### config.mk
export PLATFORM = sky130hd
export DESIGN_NAME = slice_alu
export DESIGN_NICKNAME = d
export VERILOG_FILES = /design/src/rtl/alu_pkg.sv /design/src/rtl/alu_bit_slice.sv /design/src/rtl/alu_slice_chain.sv /design/src/rtl/alu_flag_unit.sv /design/src/rtl/slice_alu.sv
export SDC_FILE = /design/constraint.sdc
export NUM_CORES = 1
export LEC_CHECK = 0
export ABC_AREA = 1
export BUFFER_PORTS_ARGS = -buffer_cell sky130_fd_sc_hd__buf_2
export CAP_MARGIN = 20
export CORE_UTILIZATION = 30
export DETAILED_ROUTE_END_ITERATION = 16
export GPL_TIMING_DRIVEN = 1
export PLACE_DENSITY_LB_ADDON = 0.2
export REMOVE_ABC_BUFFERS = 1
export SYNTH_ARGS = -nofsm -noshare
export SYNTH_HDL_FRONTEND = slang
export SYNTH_HIERARCHICAL = 1
export SYNTH_SLANG_ARGS = --single-unit
### constraint.sdc
create_clock -name vclk -period 25.5
set_input_delay 3.825 -clock vclk [all_inputs]
set_output_delay 3.825 -clock vclk [all_outputs]
set_load 0.005 [all_outputs]
### src/rtl/alu_pkg.sv
package alu_pkg;

    typedef enum logic [1:0] {
        FN_ARITH = 2'd0,
        FN_NOTB  = 2'd1,
        FN_OR    = 2'd2,
        FN_AND   = 2'd3
    } func_e;

endpackage

### src/rtl/alu_bit_slice.sv
module alu_bit_slice
    import alu_pkg::*;
(
    input  logic  a_i,
    input  logic  b_i,
    input  logic  sub_i,
    input  func_e func_i,
    input  logic  cin_i,
    output logic  cout_o,
    output logic  res_o
);
    logic b_eff;
    logic sum;

    // Full adder; B is inverted on subtraction.
    always_comb begin
        b_eff  = b_i ^ sub_i;
        sum    = a_i ^ b_eff ^ cin_i;
        cout_o = (a_i & b_eff) | (a_i & cin_i) | (b_eff & cin_i);
    end

    // Four-way result selector.
    always_comb begin
        unique case (func_i)
            FN_ARITH: res_o = sum;
            FN_NOTB:  res_o = ~b_i;
            FN_OR:    res_o = a_i | b_i;
            FN_AND:   res_o = a_i & b_i;
        endcase
    end
endmodule

### src/rtl/alu_slice_chain.sv
module alu_slice_chain
    import alu_pkg::*;
#(
    parameter int WIDTH = 32
) (
    input  logic [WIDTH-1:0] a_i,
    input  logic [WIDTH-1:0] b_i,
    input  logic             sub_i,
    input  func_e            func_i,
    output logic [WIDTH-1:0] res_o,
    output logic             c_msb_in_o,
    output logic             c_msb_out_o
);
    localparam int MSB = WIDTH - 1;

    logic [WIDTH:0] carry;

    // Subtraction needs +1 on top of the inverted B.
    assign carry[0] = sub_i;

    for (genvar i = 0; i < WIDTH; i++) begin : g_slice
        alu_bit_slice i_slice (
            .a_i    (a_i[i]),
            .b_i    (b_i[i]),
            .sub_i  (sub_i),
            .func_i (func_i),
            .cin_i  (carry[i]),
            .cout_o (carry[i+1]),
            .res_o  (res_o[i])
        );
    end

    assign c_msb_in_o  = carry[MSB];
    assign c_msb_out_o = carry[WIDTH];
endmodule

### src/rtl/alu_flag_unit.sv
module alu_flag_unit
    import alu_pkg::*;
#(
    parameter int WIDTH = 32
) (
    input  logic [WIDTH-1:0] res_i,
    input  func_e            func_i,
    input  logic             c_msb_in_i,
    input  logic             c_msb_out_i,
    output logic             ovf_o,
    output logic             nz_o
);
    always_comb begin
        unique case (func_i)
            FN_ARITH: ovf_o = c_msb_in_i ^ c_msb_out_i;
            default:  ovf_o = 1'b0;
        endcase
        nz_o = |res_i;
    end
endmodule

### src/rtl/slice_alu.sv
module slice_alu
    import alu_pkg::*;
#(
    parameter int WIDTH = 32
) (
    input  logic [WIDTH-1:0] a_i,
    input  logic [WIDTH-1:0] b_i,
    input  logic             sub_i,
    input  logic [1:0]       func_i,
    output logic [WIDTH-1:0] res_o,
    output logic             ovf_o,
    output logic             nz_o
);
    func_e func;
    logic  c_msb_in;
    logic  c_msb_out;

    assign func = func_e'(func_i);

    alu_slice_chain #(.WIDTH(WIDTH)) i_chain (
        .a_i         (a_i),
        .b_i         (b_i),
        .sub_i       (sub_i),
        .func_i      (func),
        .res_o       (res_o),
        .c_msb_in_o  (c_msb_in),
        .c_msb_out_o (c_msb_out)
    );

    alu_flag_unit #(.WIDTH(WIDTH)) i_flags (
        .res_i       (res_o),
        .func_i      (func),
        .c_msb_in_i  (c_msb_in),
        .c_msb_out_i (c_msb_out),
        .ovf_o       (ovf_o),
        .nz_o        (nz_o)
    );
endmodule

==> summary.txt <==
STA
  • Slew Limit Fails: 0
  • Final min period: approximately 24 ns
  • Setup Viol. Count Final: 0
  • Worst-Margin Slew: between 0.7 and 0.8 ns
  • Period utilization: 0.946
  • Slew Limit Headroom: 0.471
  • Final hold violations: 0
  • Fin Setup TNS: 0 ns
  • Hold_ws: just over 8 ns
  • RSZ-0062 raised after global routing: no
  • FMAX: approximately 0.041 GHz

Global routing
  • Grt total ovfl: 0
  • Vias in the first global route: 3307
  • Global-route wire length before repair: between 10000 and 15000 microns
  • Gr usage total: 0.146
  • Initial antenna violation count: 0
  • Largest net degree at the start of global routing: slightly below 100

Drt
  • DR vias: 3457
  • Antenna-violating nets left: 0
  • DRT Wirelength: between 7000 and 8000 microns
  • Residual DRC: 0
  • Pre-antenna DRT Iters: 4
  • DR vias/cell: roughly 4.0
  • Routed len/inst: 8.94 microns
  • Iter 0 DRT Violations: just over 80

Layout
  • Inserted Diodes: 0
  • Seq. cell area: 0 sq um
  • Nets: between 800 and 900
  • Clock buffers: 0
  • Design Area, Final: approximately 4000 sq um
  • Non-filler cells, final: approximately 860
  • Seq cells: 0
  • Share of cells above drive strength 1: 0.237
  • Area delta synth->final: 22.7%

Pwr
  • Pwr/cell area: 22.4 nW/um^2
  • Clock share of power: 0
  • P_int: between 0.00003 and 0.00004 W
  • Pleak: roughly 2.8 nW
  • Maximum vdd drop: between 0.000009 and 0.00001 V
  • Logic pwr share: 1.000
  • Psw: slightly above 0.00005 W
  • Switching Share: 0.589
  • Part of the power in registers: 0

Synthesis
  • Synth unique cells: 12
  • Yosys warns: 6
  • Synthesized area per cell: 5.12 sq um
  • Post-Synthesis Cell Area: roughly 3200 sq um
  • Post-synth top area cell: nand2_1
  • Count leader, synth: nand2_1
  • Sequential-to-total area share from yosys stat: 0
  • Synth area leaders: nand2_1 (31%), inv_1 (24%), fa_1 (20%)
  • Synth top cells by count: nand2_1 (268), inv_1 (208)
  • Synth top area share: 0.315
  • Syn Inst Count: between 600 and 700

Floorplanning
  • Core area: just over 10000 sq um
  • Die Ht: roughly 110 microns
  • DIE AREA: between 10000 and 15000 sq um
  • I/O pin cnt: ~100
  • Floorplan row count: 37
  • Horiz. Die Dim: ~110 microns
  • Initial core utilization: 0.310

Placement
  • Input/output buffers: approximately 100
  • Post-DP Area: roughly 3900 sq um
  • Gp weighted congestion: 0.772
  • HPWL Detailed: approximately 6400 microns
  • Placed Instances: between 800 and 900

Worst hold path
  • Hold path depth: 6
  • Hold EP: res_o[9]
  • Worst Hold Launch: a_i[9]
  • Hold WC Path Type: input port to output pin

Worst setup path
  • CP max stage delay: a little under 0.5 ns
  • Most used cell, CP: inv_1
  • WP data required: between 20 and 25 ns
  • Worst setup EP type: output pin
  • Worst-path fanout max: 13
  • Startpoint types: input port
  • Arrival @ worst endpoint: between 20 and 25 ns
  • Worst Setup Path Type: input port to output pin
  • Cell at the slowest stage of the critical path: fa_1

Flow run
  • MaxCap Viol Count: 0

Outcome
  • Outcome: finished, final reports clean
-- through the flow --
step / worst slack (ns) / utilization / power [W]
final: 1.39 / 0.380 / 0.0000878
after global routing: 0.0591 / 0.380 / 0.000106
after CTS: 0.815 / 0.376 / 0.0000890
after detailed placement: 0.882 / 0.376 / 0.0000886
after global placement: 0.966 / 0.376 / 0.0000867
after floorplan: 2.26 / - / 0.0000594
-- timing repair --
item                                    CTS  global route
setup buffers                             0             0
hold buffers                              0             0
resized for setup                         0             7
endpoints found under the setup margin    0             1
hold endpoints to repair                  0             0
-- critical path: cells and delay by family --
kind                       cells  cell delay [ns]
adders and majority gates     32            12.09
buffers and inverters         65             3.69
and+or+nand+nor                8             0.55
xor gates and xnor gates       1             0.14
-- worst max path at each step --
stage / from / to / slack, ns
5_1_grt: sub_i / nz_o / 0.06
3_5_place_dp: sub_i / nz_o / 0.88
4_1_cts: sub_i / nz_o / 0.81
2_1_floorplan: sub_i / nz_o / 2.26
3_3_place_gp: sub_i / nz_o / 0.97
6_report: sub_i / nz_o / 1.39
-- per-layer routing --
layer	up-vias	global-route usage	part of all wire
li1	1883	-	-
met1	1511	0.183	0.48
met2	61	0.283	0.48
met3	2	0.0106	0.038
met4	0	0.00503	0.0029
met5	-	0	0
-- kinds of logic after synthesis --
family | count (synthesis) | share of synthesized area
AOI/OAI and AO/OA | 34 | 0.0908
buffers and inverters | 240 | 0.282
and+or+nand+nor | 286 | 0.339
adders and majority gates | 32 | 0.200
xor gates and xnor gates | 32 | 0.0877
-- power by group through the flow --
| stage | clock [W] | sequential [W] | combinational (W) |
|---|---|---|---|
| finish | 0 | 0 | 0.0000878 |
| global route | 0 | 0 | 0.000106 |
| CTS | 0 | 0 | 0.0000890 |
| detailed placement | 0 | 0 | 0.0000886 |
| global placement | 0 | 0 | 0.0000867 |
| floorplan | 0 | 0 | 0.0000594 |
-- placed cells by master (no fill, tap or decap) --
cell     instances
xnor2_1         32
buf_4            2
a21oi_2         32
fa_1            29
and2_1           2
a21oi_1          1
buf_16           1
nand4_1          1
buf_6            1
nor2_2           1
nor2_1          14
buf_2           99
inv_2           33
fa_2             3
inv_1          207
nand2_1        268
o21ai_0          1
-- final cells by class --
cell class / count / area (sq um)
fill: 1179 / 6400
timing repair buffer: 103 / 549
inverter: 240 / 901
tap: 136 / 170
multi-input combinational: 384 / 2300
Note: power is estimated with default switching activity, not from simulation.
